`config.mk`:
```
export PLATFORM = sky130hd
export DESIGN_NAME = refDivRoute
export DESIGN_NICKNAME = d
export VERILOG_FILES = /design/src/rtl/refdiv_pkg.sv /design/src/rtl/progDivider.sv /design/src/rtl/fixedDivider.sv /design/src/rtl/refDatapath.sv /design/src/rtl/refControl.sv /design/src/rtl/clkOutDivider.sv /design/src/rtl/refDivRoute.sv
export SDC_FILE = /design/constraint.sdc
export NUM_CORES = 1
export LEC_CHECK = 0
export BUFFER_PORTS_ARGS = -buffer_cell sky130_fd_sc_hd__buf_2
export CAP_MARGIN = 20
export CORE_MARGIN = 2
export CORE_UTILIZATION = 60
export CTS_CLUSTER_DIAMETER = 50
export CTS_CLUSTER_SIZE = 8
export DETAILED_ROUTE_END_ITERATION = 6
export PLACE_DENSITY = 0.86
export SYNTH_ARGS = -nofsm -noshare
export SYNTH_HDL_FRONTEND = slang
export SYNTH_HIERARCHICAL = 1
export SYNTH_SLANG_ARGS = --single-unit
```
`constraint.sdc`:
```
create_clock -name clk -period 6.6 [get_ports clk]
set_input_delay 0.33 -clock clk [delete_from_list [all_inputs] [get_ports clk]]
set_output_delay 0.33 -clock clk [all_outputs]
set_load 0.01 [all_outputs]
```
`src/rtl/refdiv_pkg.sv`:
```
package refdiv_pkg;

  // strobes produced by the datapath, one per routing point
  typedef struct packed {
    logic tickA;
    logic tickB;
    logic tickC;
    logic tickD;
  } refTicks_t;

  // run enables handed from control to datapath
  typedef struct packed {
    logic runMain;
    logic runAux;
  } refRun_t;

  typedef enum logic [1:0] {
    SEL_OFF = 2'b00,
    SEL_A   = 2'b01,
    SEL_B   = 2'b10,
    SEL_C   = 2'b11
  } fr1Sel_e;

endpackage

```
`src/rtl/progDivider.sv`:
```
module progDivider #(
  parameter int WIDTH     = 12,
  parameter int MIN_RATIO = 16
) (
  input  logic             clk,
  input  logic             rstN,
  input  logic             run,
  input  logic [WIDTH-1:0] ratio,
  output logic             tick
);
  localparam logic [WIDTH-1:0] MinVal = WIDTH'(MIN_RATIO);

  logic [WIDTH-1:0] cnt;
  logic [WIDTH-1:0] limit;
  logic             terminal;

  always_comb begin
    limit    = (ratio < MinVal) ? MinVal : ratio;
    terminal = (cnt >= (limit - WIDTH'(1)));
    tick     = run && terminal;
  end

  always_ff @(posedge clk or negedge rstN) begin
    if (!rstN)          cnt <= '0;
    else if (!run)      cnt <= '0;
    else if (terminal)  cnt <= '0;
    else                cnt <= cnt + WIDTH'(1);
  end

  AST_PULSE_ISOLATED: assert property (@(posedge clk) disable iff (!rstN)
    tick |=> !tick);

endmodule

```
`src/rtl/fixedDivider.sv`:
```
module fixedDivider #(
  parameter int DIV = 4
) (
  input  logic clk,
  input  logic rstN,
  input  logic clear,
  input  logic advance,
  output logic tick
);
  localparam int CntW = (DIV > 1) ? $clog2(DIV) : 1;
  localparam logic [CntW-1:0] LastVal = CntW'(DIV - 1);

  logic [CntW-1:0] cnt;

  always_comb tick = advance && (cnt == LastVal);

  always_ff @(posedge clk or negedge rstN) begin
    if (!rstN)        cnt <= '0;
    else if (clear)   cnt <= '0;
    else if (advance) cnt <= (cnt == LastVal) ? '0 : cnt + CntW'(1);
  end

endmodule

```
`src/rtl/refDatapath.sv`:
```
module refDatapath
  import refdiv_pkg::*;
#(
  parameter int MAIN_W    = 12,
  parameter int AUX_W     = 14,
  parameter int MIN_RATIO = 16,
  parameter int B_DIV     = 4,
  parameter int C_DIV     = 25
) (
  input  logic              clk,
  input  logic              rstN,
  input  refRun_t           runCtl,
  input  logic [MAIN_W-1:0] mainRatio,
  input  logic [AUX_W-1:0]  auxRatio,
  output refTicks_t         ticks
);
  localparam int NumPost = 2;
  localparam int PostDiv [NumPost] = '{B_DIV, C_DIV};

  logic             tickA;
  logic             tickD;
  logic [NumPost-1:0] postTick;

  progDivider #(.WIDTH(MAIN_W), .MIN_RATIO(MIN_RATIO)) mainDiv_i (
    .clk(clk), .rstN(rstN), .run(runCtl.runMain), .ratio(mainRatio), .tick(tickA)
  );

  progDivider #(.WIDTH(AUX_W), .MIN_RATIO(MIN_RATIO)) auxDiv_i (
    .clk(clk), .rstN(rstN), .run(runCtl.runAux), .ratio(auxRatio), .tick(tickD)
  );

  for (genvar g = 0; g < NumPost; g++) begin : gPost
    fixedDivider #(.DIV(PostDiv[g])) post_i (
      .clk(clk), .rstN(rstN), .clear(!runCtl.runMain),
      .advance(tickA), .tick(postTick[g])
    );
  end

  always_comb begin
    ticks.tickA = tickA;
    ticks.tickB = postTick[0];
    ticks.tickC = postTick[1];
    ticks.tickD = tickD;
  end

  AST_B_FOLLOWS_A: assert property (@(posedge clk) disable iff (!rstN)
    ticks.tickB |-> ticks.tickA);
  AST_C_FOLLOWS_A: assert property (@(posedge clk) disable iff (!rstN)
    ticks.tickC |-> ticks.tickA);

endmodule

```
`src/rtl/refControl.sv`:
```
module refControl
  import refdiv_pkg::*;
(
  input  logic      clk,
  input  logic      rstN,
  input  logic      auxEnable,
  input  logic [1:0] selCode,
  input  logic      refPowerDown,
  input  refTicks_t ticks,
  output refRun_t   runCtl,
  output logic      fr1Strobe,
  output logic      fr2Strobe
);
  fr1Sel_e sel;
  logic    fr1Next;
  logic    fr2Next;

  always_comb begin
    sel            = fr1Sel_e'(selCode);
    runCtl.runMain = !refPowerDown;
    runCtl.runAux  = !refPowerDown && auxEnable;
    unique case (sel)
      SEL_A:   fr1Next = ticks.tickA;
      SEL_B:   fr1Next = ticks.tickB;
      SEL_C:   fr1Next = auxEnable && ticks.tickC;
      default: fr1Next = 1'b0;
    endcase
    fr2Next = auxEnable ? ticks.tickD : ticks.tickC;
  end

  always_ff @(posedge clk or negedge rstN) begin
    if (!rstN) begin
      fr1Strobe <= 1'b0;
      fr2Strobe <= 1'b0;
    end else begin
      fr1Strobe <= fr1Next;
      fr2Strobe <= fr2Next;
    end
  end

  AST_PD_SILENT: assert property (@(posedge clk) disable iff (!rstN)
    refPowerDown |=> (!fr1Strobe && !fr2Strobe));
  AST_SEL_OFF_LOW: assert property (@(posedge clk) disable iff (!rstN)
    (selCode == 2'b00) |=> !fr1Strobe);
  AST_SEL_C_NOAUX_LOW: assert property (@(posedge clk) disable iff (!rstN)
    (selCode == 2'b11 && !auxEnable) |=> !fr1Strobe);

endmodule

```
`src/rtl/clkOutDivider.sv`:
```
module clkOutDivider (
  input  logic clk,
  input  logic rstN,
  input  logic div4,
  output logic clkOut
);
  logic [1:0] cnt;
  logic [1:0] lastVal;
  logic [1:0] highLen;

  always_comb begin
    lastVal = div4 ? 2'd3 : 2'd2;
    highLen = div4 ? 2'd2 : 2'd1;
  end

  always_ff @(posedge clk or negedge rstN) begin
    if (!rstN) begin
      cnt    <= '0;
      clkOut <= 1'b0;
    end else begin
      cnt    <= (cnt >= lastVal) ? 2'd0 : cnt + 2'd1;
      clkOut <= (cnt < highLen);
    end
  end

  AST_DIV3_NARROW: assert property (@(posedge clk) disable iff (!rstN)
    (!div4 && $past(!div4) && $rose(clkOut)) |=> !clkOut);

endmodule

```
`src/rtl/refDivRoute.sv`:
```
module refDivRoute
  import refdiv_pkg::*;
#(
  parameter int MAIN_W    = 12,
  parameter int AUX_W     = 14,
  parameter int MIN_RATIO = 16,
  parameter int B_DIV     = 4,
  parameter int C_DIV     = 25
) (
  input  logic              clk,
  input  logic              rstN,
  input  logic [MAIN_W-1:0] mainRatio,
  input  logic [AUX_W-1:0]  auxRatio,
  input  logic              auxEnable,
  input  logic [1:0]        selCode,
  input  logic              refPowerDown,
  input  logic              clkOutDiv4,
  output logic              fr1Strobe,
  output logic              fr2Strobe,
  output logic              mcuClk
);
  refTicks_t ticks;
  refRun_t   runCtl;

  refDatapath #(
    .MAIN_W(MAIN_W), .AUX_W(AUX_W), .MIN_RATIO(MIN_RATIO),
    .B_DIV(B_DIV), .C_DIV(C_DIV)
  ) dp_i (
    .clk(clk), .rstN(rstN), .runCtl(runCtl),
    .mainRatio(mainRatio), .auxRatio(auxRatio), .ticks(ticks)
  );

  refControl ctl_i (
    .clk(clk), .rstN(rstN), .auxEnable(auxEnable), .selCode(selCode),
    .refPowerDown(refPowerDown), .ticks(ticks), .runCtl(runCtl),
    .fr1Strobe(fr1Strobe), .fr2Strobe(fr2Strobe)
  );

  clkOutDivider mcu_i (
    .clk(clk), .rstN(rstN), .div4(clkOutDiv4), .clkOut(mcuClk)
  );

endmodule

```
==> metrics.md, run 1 <==
| Metric | Value |
|---|---|
| Status | `finished clean` |
| Antenna fix cells | `0` |
| Initial antenna violation count | `0` |
| Reg2reg path depth | `10` |
| Worst Skew | `5.80 ps` |
| Clk slew on worst S/H paths | `80 ps` |
| Highest Clock Rate | `253 MHz` |
| Slew margin rel. | `44.8%` |
| Height of the die | `74.0 µm` |
| Largest net degree at the start of global routing | `39` |
| Async SR Flop Fraction | `100%` |
| Total wire length | `5820 µm` |
| Core ar. | `4720 µm²` |
| Hold/Removal Path Class | `input port to async pin` |
| Clk sink count | `38` |
| First-pass GRT wire length | `9630 µm` |
| Most frequent cell after synthesis | `nor2_1` |
| Worst EP required | `6820 ps` |
| H-tree levels | `2` |
| Seq cells post-synth | `38` |
| CP max stage delay | `540 ps` |
| Max IR drop VDD | `0.138 mV` |
| Post-Syn Instances | `325` |
| Most used DFF post-synth | `dfrtp_1` |
| CTS Hold Bufs | `0` |
| CP Capture Type | `register` |
| Io pins | `36` |
| CP cell instances | `buf_2 > or4_4 > nor3_4 > nand2_1 > nand2_1 > ha_1 > nand2_1 > or4_4 > xor2_1 > ha_1 > nand2_1 > o21ai_0 > a21oi_1 > nor2_1 > o21a_1 > inv_2 > or3_1 > a31oi_1` |
| Avg Cell Area, Syn | `9.04 µm²` |
| Tot GR Track Use | `22.6%` |
| Cts repair resizes | `0` |
| Final Cell Area | `3300 µm²` |
| DRC viols | `0` |
| Startpoint Class | `input port` |
| R2r setup slk | `4150 ps` |
| Total power per unit cell area | `176 nW/µm²` |
| Synth warn | `6` |
| Post-detail-place hpwl | `4480 µm` |
| Synth top area share | `32.4%` |
| Num CTS Buffers | `5` |
| Post-Syn Nets | `394` |
| Full die area | `5470 µm²` |
| Syn Std Cell Area | `2940 µm²` |
| Synth-to-Final Area Change | `12.4%` |
| Area post-placement | `3160 µm²` |
| Post CTS Setup Buffer Count | `0` |
| Drt first pass iters | `4` |
| Dpl cells | `423` |
| Register area share after synthesis | `32.4%` |
| Non-Filler Instances | `431` |
| Synth cell count leaders | `nor2_1, dfrtp_1, ha_1, nand2_1` |
| Total power | `0.581 mW` |
| Worst-margin pin slew | `828 ps` |
| Post-Synth Adder-Cell Area | `15.3%` |
| Period minus WS final | `3950 ps` |
| Per-cell routed wire length | `13.5 µm` |
| Share of layout cells above drive strength 1 | `16.5%` |
| RSZ-0062 raised after global routing | `no` |
| Clk_lat worst skew | `290 ps` |
| Pre-CTS setup slack | `2410 ps` |
| Utilization after layout | `69.9%` |
| Vias in the first global route | `2,231` |
| Synth unique cells | `52` |
| CTS Buffer Depth | `2` |
| Largest family of logic cells by synthesized area | `simple AND/OR/NAND/NOR gates` |
| Compound-Gate Fraction of Synth Area | `11.8%` |
| 1st-iter DRT viols | `104` |
| XOR/XNOR Fraction of Synth Area | `10.1%` |
| Post-synth EDFFs | `0` |
| Mux cell area share after synthesis | `1.53%` |
| Starting density of the core | `62.2%` |
| Fin. max-slew vios | `0` |
| Vias per cell | `5.65` |
| TNS Setup | `0 ps` |
| Row count | `25` |
| Routed Antenna Nets | `0` |
| Via count | `2,434` |
| Cell mode on critical path | `nand2_1` |
| Leading area contributor after synthesis | `dfrtp_1` |
| Die X | `74.0 µm` |
| WHS | `128 ps` |
| Leakage | `1.50 nW` |
| IO buf count | `35` |
| Clk root buf | `clkbuf_8` |
| Synth top area cells | `dfrtp_1, ha_1, nor2_1` |
| Setup ws final | `2650 ps` |
| Worst Path Max Fanout | `11` |
| Max-cap violations | `0` |
| CP max-delay cell | `or4_4` |
| Final Setup Violations | `0` |
| Final Hold Fails | `0` |
| Gr ovfl total | `0` |
| Post-Synth Simple-Gate Area | `25.7%` |
| CP arrival | `4170 ps` |
| CTS tree | `built` |
| Setup CP Type | `input port to register` |
| Routability Congestion | `0.819` |
| Nets | `432` |
| Final period utilization | `59.9%` |
flip-flops by register name, indices dropped and copies added (netlist names):
name	count
mcu_i/clkOut	1
mcu_i/cnt	2
dp_i/gPost.post_i/cnt	7
dp_i/mainDiv_i/cnt	12
ctl_i/fr2Strobe	1
dp_i/auxDiv_i/cnt	14
ctl_i/fr1Strobe	1
worst max-delay path, delay by kind of cell:
| kind | cells | cell delay, ps |
|---|---|---|
| AND/OR/NAND/NOR | 9 | 2110 |
| XOR/XNOR | 1 | 160 |
| AO/OA/AOI/OAI | 4 | 810 |
| adder cells (fa/ha/maj) | 2 | 490 |
| buffers and inverters | 2 | 240 |
cell families (layout without fill, tap and decap cells):
logic type / Yosys count / in the layout
mux: 4 / 4
compound gates: 50 / 50
xor+xnor: 34 / 34
fa+ha+maj: 36 / 36
buf+inv: 20 / 59
flops: 38 / 38
simple gates: 143 / 143
layer usage:
metal	wire [µm]	vias to the layer above	GRT usage [%]
met5	0	-	0
met4	78	0	6.46
met3	225	7	4.20
met2	2710	46	37.8
met1	2800	1151	30.2
li1	-	1230	-
report_power, final:
group / switching [mW] / internal (mW) / total, mW
combinational: 0.0508 / 0.0381 / 0.0889
clock: 0.0862 / 0.151 / 0.238
sequential: 0.00995 / 0.245 / 0.255
total: 0.147 / 0.434 / 0.581
final timing paths:
kind / startpoint / end
min reg2reg: mcu_i/cnt[0] / mcu_i/cnt[0]
min in group clk: selCode[0] / ctl_i/fr1Strobe
min: rstN / dp_i/gPost[1].post_i/cnt[0]
max: mainRatio[8] / dp_i/gPost[1].post_i/cnt[3]
max reg2reg: dp_i/mainDiv_i/cnt[0] / ctl_i/fr2Strobe
max in group asynchronous: rstN / dp_i/auxDiv_i/cnt[12]
layout make-up:
cell class / count / area [µm²]
Fill cell: 368 / 1420
Clock buffer: 5 / 68.8
Inverter: 16 / 60.1
Timing Repair Buffer: 35 / 175
Tap cell: 67 / 83.8
Multi-Input combinational cell: 267 / 1890
Clock inverter: 3 / 68.8
Sequential cell: 38 / 951
cells in the final DEF (no fill, tap or decap), types with 15 or more instances in the layout:
cell type / count
nor2_1: 46
dfrtp_1: 38
ha_1: 36
buf_2: 35
nand2_1: 26
nand3_1: 19
a21oi_1: 19
xor2_1: 17
xnor2_1: 17
inv_1: 15
Power figures use the tool's default switching activity.
==> run 2: changes to the inputs <==
CORE_UTILIZATION = 53   (was 60)
PLACE_DENSITY = 0.81   (was 0.86)
clock period = 3.55 ns   (was 6.6 ns; I/O delays follow)
==> metrics.md, run 2 (synthesis results as in run 1) <==
| Metric | Value |
|---|---|
| Utilization after layout | `64.3% (was 69.9%)` |
| Leakage | `1.61 nW (was 1.50 nW)` |
| Clk sink count | `38 (unchanged)` |
| Final Setup Violations | `0 (unchanged)` |
| Post-detail-place hpwl | `4770 µm (was 4480 µm)` |
| WHS | `-21.7 ps (was 128 ps)` |
| Per-cell routed wire length | `13.3 µm (was 13.5 µm)` |
| Slew margin rel. | `45.2% (was 44.8%)` |
| Starting density of the core | `54.0% (was 62.2%)` |
| Worst Skew | `13.2 ps (was 5.80 ps)` |
| FF-to-FF Start | `dp_i/mainDiv_i/cnt[0] (unchanged)` |
| Row count | `27 (was 25)` |
| Hold/Removal Path Class | `input port to async pin (unchanged)` |
| Clk root buf | `clkbuf_8 (unchanged)` |
| CP max stage delay | `540 ps (about the same)` |
| Highest Clock Rate | `299 MHz` |
| Routability Congestion | `0.877 (was 0.819)` |
| CP max-delay cell | `or4_4 (unchanged)` |
| CP cell instances | `buf_2 > or4_4 > nor3_4 > nand2_2 > nand2_1 > ha_2 > nand2_1 > or4_4 > xor2_2 > ha_1 > nand4_1 > a21oi_1 > a21oi_1 > nor2_1 > o21a_2 > buf_4 > and4b_1 > o21ai_1 > a21oi_1 (was buf_2 > or4_4 > nor3_4 > nand2_1 > nand2_1 > ha_1 > nand2_1 > or4_4 > xor2_1 > ha_1 > nand2_1 > o21ai_0 > a21oi_1 > nor2_1 > o21a_1 > inv_2 > or3_1 > a31oi_1)` |
| Worst EP required | `3730 ps (was 6820 ps)` |
| CP arrival | `3520 ps (was 4170 ps)` |
| Setup CP Type | `input port to register (unchanged)` |
| Drt first pass iters | `4 (unchanged)` |
| IO buf count | `35 (unchanged)` |
| Synth-to-Final Area Change | `19.2% (was 12.4%)` |
| Worst-margin pin slew | `822 ps (was 828 ps)` |
| CTS tree | `built (unchanged)` |
| Largest net degree at the start of global routing | `39 (unchanged)` |
| Total power per unit cell area | `312 nW/µm² (was 176 nW/µm²)` |
| Startpoint Class | `input port (unchanged)` |
| 1st-iter DRT viols | `91 (was 104)` |
| Tot GR Track Use | `21.3% (was 22.6%)` |
| Clk_lat worst skew | `290 ps (about the same)` |
| Failing checks | `hold timing` |
| First-pass GRT wire length | `10,500 µm (was 9630 µm)` |
| H-tree levels | `2 (unchanged)` |
| Final period utilization | `94.2%` |
| Share of layout cells above drive strength 1 | `23.0% (was 16.5%)` |
| Initial antenna violation count | `0 (unchanged)` |
| CP Capture Type | `register (unchanged)` |
| CTS Buffer Depth | `2 (unchanged)` |
| Clk slew on worst S/H paths | `80 ps (about the same)` |
| Die X | `78.4 µm (was 74.0 µm)` |
| Num CTS Buffers | `5 (unchanged)` |
| Largest register FFs | `14 (unchanged)` |
| Full die area | `6150 µm² (was 5470 µm²)` |
| Top reg by flops | `dp_i/auxDiv_i/cnt (unchanged)` |
| Commonest non-fill, non-tap cell in the layout | `nor2_1 (unchanged)` |
| Non-Filler Instances | `459 (was 431)` |
| Max IR drop VDD | `0.299 mV (was 0.138 mV)` |
| Total wire length | `6100 µm (was 5820 µm)` |
| Crit path from | `mainRatio[9] (was mainRatio[8])` |
| Cell mode on critical path | `a21oi_1 (was nand2_1)` |
| Routed Antenna Nets | `0 (unchanged)` |
| Max-cap violations | `0 (unchanged)` |
| Nets | `455 (was 432)` |
| RSZ-0062 raised after global routing | `no (unchanged)` |
| DRC viols | `0 (unchanged)` |
| Antenna fix cells | `0 (unchanged)` |
| Status | `finished with violations (was finished clean)` |
| Io pins | `36 (unchanged)` |
| Height of the die | `78.4 µm (was 74.0 µm)` |
| Gr ovfl total | `0 (unchanged)` |
| Fin. max-slew vios | `0 (unchanged)` |
| Largest regs | `dp_i/auxDiv_i/cnt: 14 flops, dp_i/mainDiv_i/cnt: 12 flops, dp_i/gPost.post_i/cnt: 7 flops (unchanged)` |
| Dpl cells | `449 (was 423)` |
| Vias per cell | `5.47 (was 5.65)` |
| Core ar. | `5440 µm² (was 4720 µm²)` |
| Most frequent cells in the layout | `nor2_1, dfrtp_1, buf_2, ha_1, nand2_1 (was nor2_1, dfrtp_1, ha_1, buf_2, nand2_1)` |
| Vias in the first global route | `2,420 (was 2,231)` |
| Period minus WS final | `3340 ps` |
| CTS Hold Bufs | `0 (unchanged)` |
| Via count | `2,511 (was 2,434)` |
| Worst Path Max Fanout | `7 (was 11)` |
| Final Hold Fails | `27 (was 0)` |
[run 2: changes by cell type in the layout (fill, tap and decap cells not counted)]
cell	delta
nand2_1	-2
buf_4	+23
o21ai_0	-1
xor2_1	-1
o21ai_1	+1
o21a_1	-1
o21a_2	+1
nand2_2	+2
ha_1	-2
ha_2	+2
xor2_2	+1
[run 2: critical path: cells and delay by family]
kind	cells	cell delay, ps
simple gates	9	1780
compound gates	5	650
fa+ha+maj	2	480
buf+inv	2	260
xor+xnor	1	160
[run 2: per-layer routing]
metal	share of wire, %	GRT usage, %	vias up
met3	3.3	2.99	8
met2	49	34.3	48
met1	47	29.4	1184
li1	-	-	1271
met4	1.1	7.37	0
met5	0	0	-
[run 2: power by group]
group	total, mW	internal (mW)	switching [mW]	leakage [nW]
clock network	0.438	0.282	0.156	0.0683
logic	0.182	0.0814	0.101	1.03
registers	0.473	0.455	0.0177	0.520
total	1.09	0.818	0.275	1.61
[run 2: per-stage QoR]
stage | setup slack, ps | TNS, ps | power [mW] | cell area (µm²)
detailed placement | -179 | -1340 | 0.662 | 3330
global route | 3.00 | 0 | 1.16 | 3500
floorplan | 9.10 | 0 | 0.577 | 2940
global placement | -36.8 | -68.9 | 0.650 | 3330
CTS | 119 | 0 | 1.11 | 3470
finish | 205 | 0 | 1.09 | 3500
[run 2: cell type report]
type | instances | area [µm²]
Clock buffer | 5 | 68.8
Fill cell | 451 | 1940
Multi-Input combinational cell | 267 | 1910
Tap cell | 72 | 90.1
Sequential cell | 38 | 951
Clock inverter | 3 | 68.8
Timing Repair Buffer | 58 | 348
Inverter | 16 | 60.1
[run 2: repair_timing]
item / in CTS / in global routing
resized for setup: 0 / 6
setup endpoints to repair: 0 / 10
setup buffers: 0 / 2
[run 2: path summary, 6_finish.rpt]
| path | end | slack [ps] | cells past startpoint |
|---|---|---|---|
| setup / recovery | dp_i/gPost[1].post_i/cnt[4] | 210 | 19 |
| hold / removal | dp_i/mainDiv_i/cnt[0] | -20 | 1 |
| setup reg to reg | dp_i/gPost[1].post_i/cnt[4] | 1150 | 11 |
| hold reg to reg | mcu_i/cnt[0] | 460 | 1 |
| max in group asynchronous | dp_i/auxDiv_i/cnt[2] | 3040 | 1 |
| min in group clk | ctl_i/fr1Strobe | 100 | 2 |
==> run 3: changes to the inputs <==
CORE_UTILIZATION = 50   (was 53)
HOLD_SLACK_MARGIN = 0.02   (was not set)
PLACE_DENSITY = 0.77   (was 0.81)
SETUP_SLACK_MARGIN = 0.15   (was not set)
==> metrics.md, run 3 (synthesis results as in run 1) <==
| Metric | Value |
|---|---|
| Status | `finished clean (was finished with violations)` |
| Worst Skew | `5.96 ps (was 13.2 ps)` |
| Worst Path Max Fanout | `8 (was 7)` |
| Utilization after layout | `63.5% (was 64.3%)` |
| Slew margin rel. | `45.1% (was 45.2%)` |
| Final period utilization | `94.5% (was 94.2%)` |
| Met1 usage | `25.2% (was 29.4%)` |
| Setup CP Type | `input port to register (unchanged)` |
| Row count | `27 (unchanged)` |
| Starting density of the core | `52.7% (was 54.0%)` |
| GR Util met3 | `3.15% (was 2.99%)` |
| Routability Congestion | `0.773 (was 0.877)` |
| Max IR drop VDD | `0.312 mV (was 0.299 mV)` |
| Full die area | `6500 µm² (was 6150 µm²)` |
| Cell mode on critical path | `nand2_2 (was a21oi_1)` |
| Antenna fix cells | `0 (unchanged)` |
| Height of the die | `80.6 µm (was 78.4 µm)` |
| CP Capture Type | `register (unchanged)` |
| CP cell instances | `buf_6 > or4_4 > nor3_4 > nand2_2 > nand2_2 > ha_4 > nand2_2 > or4_4 > xor2_2 > ha_1 > nand4_1 > a21oi_2 > a21oi_2 > nor2_1 > o21a_2 > nand2_2 > a311o_1 > a21oi_2 (was buf_2 > or4_4 > nor3_4 > nand2_2 > nand2_1 > ha_2 > nand2_1 > or4_4 > xor2_2 > ha_1 > nand4_1 > a21oi_1 > a21oi_1 > nor2_1 > o21a_2 > buf_4 > and4b_1 > o21ai_1 > a21oi_1)` |
| Nets | `460 (was 455)` |
| Vias in the first global route | `2,395 (was 2,420)` |
| Commonest non-fill, non-tap cell in the layout | `nor2_1 (unchanged)` |
| Final Hold Fails | `0 (was 27)` |
| Total power | `0.959 mW (was 1.09 mW)` |
| Period minus WS final | `3360 ps (was 3340 ps)` |
| Setup ws final | `194 ps (was 205 ps)` |
| Clk_lat worst skew | `290 ps (about the same)` |
| TNS Setup | `0 ps (unchanged)` |
| Grt peak-use layer | `met2 (unchanged)` |
| DRC viols | `0 (unchanged)` |
| Pre-CTS setup slack | `-234 ps (was -179 ps)` |
| Tot GR Track Use | `19.5% (was 21.3%)` |
| IO buf count | `35 (unchanged)` |
| Largest register FFs | `14 (unchanged)` |
| R2r setup slk | `1230 ps (was 1150 ps)` |
| Post-detail-place hpwl | `4800 µm (was 4770 µm)` |
| Final Setup Violations | `0 (unchanged)` |
| Startpoint Class | `input port (unchanged)` |
| Reg2reg path depth | `11 (unchanged)` |
| 1st-iter DRT viols | `114 (was 91)` |
| Leakage | `1.62 nW (was 1.61 nW)` |
| Dpl cells | `449 (unchanged)` |
| FF-to-FF Start | `dp_i/mainDiv_i/cnt[0] (unchanged)` |
| Clk slew on worst S/H paths | `70 ps (was 80 ps)` |
| Share of layout cells above drive strength 1 | `25.5% (was 23.0%)` |
| Initial antenna violation count | `0 (unchanged)` |
| Final Cell Area | `3540 µm² (was 3500 µm²)` |
| Die X | `80.6 µm (was 78.4 µm)` |
| Top reg by flops | `dp_i/auxDiv_i/cnt (unchanged)` |
| Io pins | `36 (unchanged)` |
| Drt first pass iters | `4 (unchanged)` |
| Per-cell routed wire length | `13.1 µm (was 13.3 µm)` |
| Vias per cell | `5.47 (about the same)` |
| RSZ-0062 raised after global routing | `yes (was no)` |
| Num CTS Buffers | `5 (unchanged)` |
| Clk sink count | `38 (unchanged)` |
| CP top delay family | `simple AND/OR/NAND/NOR gates (unchanged)` |
| Crit path buffers/inverters | `1 (was 2)` |
| Fin. max-slew vios | `0 (unchanged)` |
| Largest net degree at the start of global routing | `39 (unchanged)` |
| Max-cap violations | `0 (unchanged)` |
| Clk root buf | `clkbuf_8 (unchanged)` |
| Most frequent cells in the layout | `nor2_1, dfrtp_1, ha_1, buf_2, buf_4 (was nor2_1, dfrtp_1, buf_2, ha_1, nand2_1)` |
| Hold/Removal Path Class | `input port to register (was input port to async pin)` |
| H-tree levels | `2 (unchanged)` |
| Highest Clock Rate | `298 MHz (was 299 MHz)` |
| R2r endpoint | `dp_i/gPost[1].post_i/cnt[4] (unchanged)` |
| Worst-margin pin slew | `824 ps (was 822 ps)` |
| Via count | `2,540 (was 2,511)` |
| CTS tree | `built (unchanged)` |
| Core ar. | `5570 µm² (was 5440 µm²)` |
| WHS | `109 ps (was -21.7 ps)` |
| Worst hold stages | `2` |
| Non-Filler Instances | `464 (was 459)` |
| Min-delay src | `selCode[0]` |
| Total power per unit cell area | `271 nW/µm² (was 312 nW/µm²)` |
| Worst EP required | `3760 ps (was 3730 ps)` |
| First-pass GRT wire length | `10,100 µm (was 10,500 µm)` |
| Total wire length | `6080 µm (was 6100 µm)` |
| Largest regs | `dp_i/auxDiv_i/cnt: 14 flops, dp_i/mainDiv_i/cnt: 12 flops, dp_i/gPost.post_i/cnt: 7 flops (unchanged)` |
| Synth-to-Final Area Change | `20.6% (was 19.2%)` |
| Routed Antenna Nets | `0 (unchanged)` |
| CP arrival | `3570 ps (was 3520 ps)` |
| Met2 usage | `33.6% (was 34.3%)` |
| Area post-placement | `3350 µm² (was 3330 µm²)` |
| CP max-delay cell | `or4_4 (unchanged)` |
| Hold EP | `ctl_i/fr1Strobe` |
| CP max stage delay | `540 ps (about the same)` |
| Gr ovfl total | `0 (unchanged)` |
| CTS Buffer Depth | `2 (unchanged)` |
==> run 3: final cells by class <==
class	instances	area (µm²)
fill	461	2030
multi-input combinational	267	1950
sequential	38	951
timing repair buffer	63	400
tap	72	90.1
clock buffer	7	86.3
inverter	16	60.1
clock inverter	1	5.00
==> run 3: layer usage <==
layer | wire length (µm) | share of wire, %
met2 | 2980 | 49
met3 | 224 | 3.7
met1 | 2790 | 46
met4 | 90 | 1.5
met5 | 0 | 0
==> run 3: power breakdown <==
group	internal [mW]	switching [mW]
registers	0.455	0.0176
logic	0.0849	0.101
clock network	0.157	0.144
total	0.697	0.262
==> run 3: what timing repair did <==
item | in CTS | in global routing
pin swaps | 7 | 6
setup endpoints to repair | 5 | 22
hold endpoints to repair | 15 | 0
hold buffers | 1 | 0
resized for setup | 2 | 7
buffers inserted | 2 | 4
==> run 3: worst max path at each step <==
stage,start,end,slack (ps),cells after the start
after floorplan,mainRatio[6],dp_i/gPost[0].post_i/cnt[0],30,16
after global placement,mainRatio[6],dp_i/gPost[0].post_i/cnt[0],-40,17
after detailed placement,mainRatio[6],dp_i/gPost[1].post_i/cnt[2],-230,18
after CTS,mainRatio[7],dp_i/gPost[1].post_i/cnt[3],240,18
after global routing,mainRatio[7],dp_i/gPost[1].post_i/cnt[2],-6,18
final,mainRatio[7],dp_i/gPost[1].post_i/cnt[2],190,18
==> run 3: worst register-to-register path: stages (launching register included) <==
cell and delay [ps]:
dfrtp_1 380, inv_1 60, ha_1 270, nand2b_1 140
a2111o_1 440, a21oi_2 180, nor2_1 60, o21a_2 260
buf_4 170, o211ai_1 100, nand2_1 80, a21oi_1 130
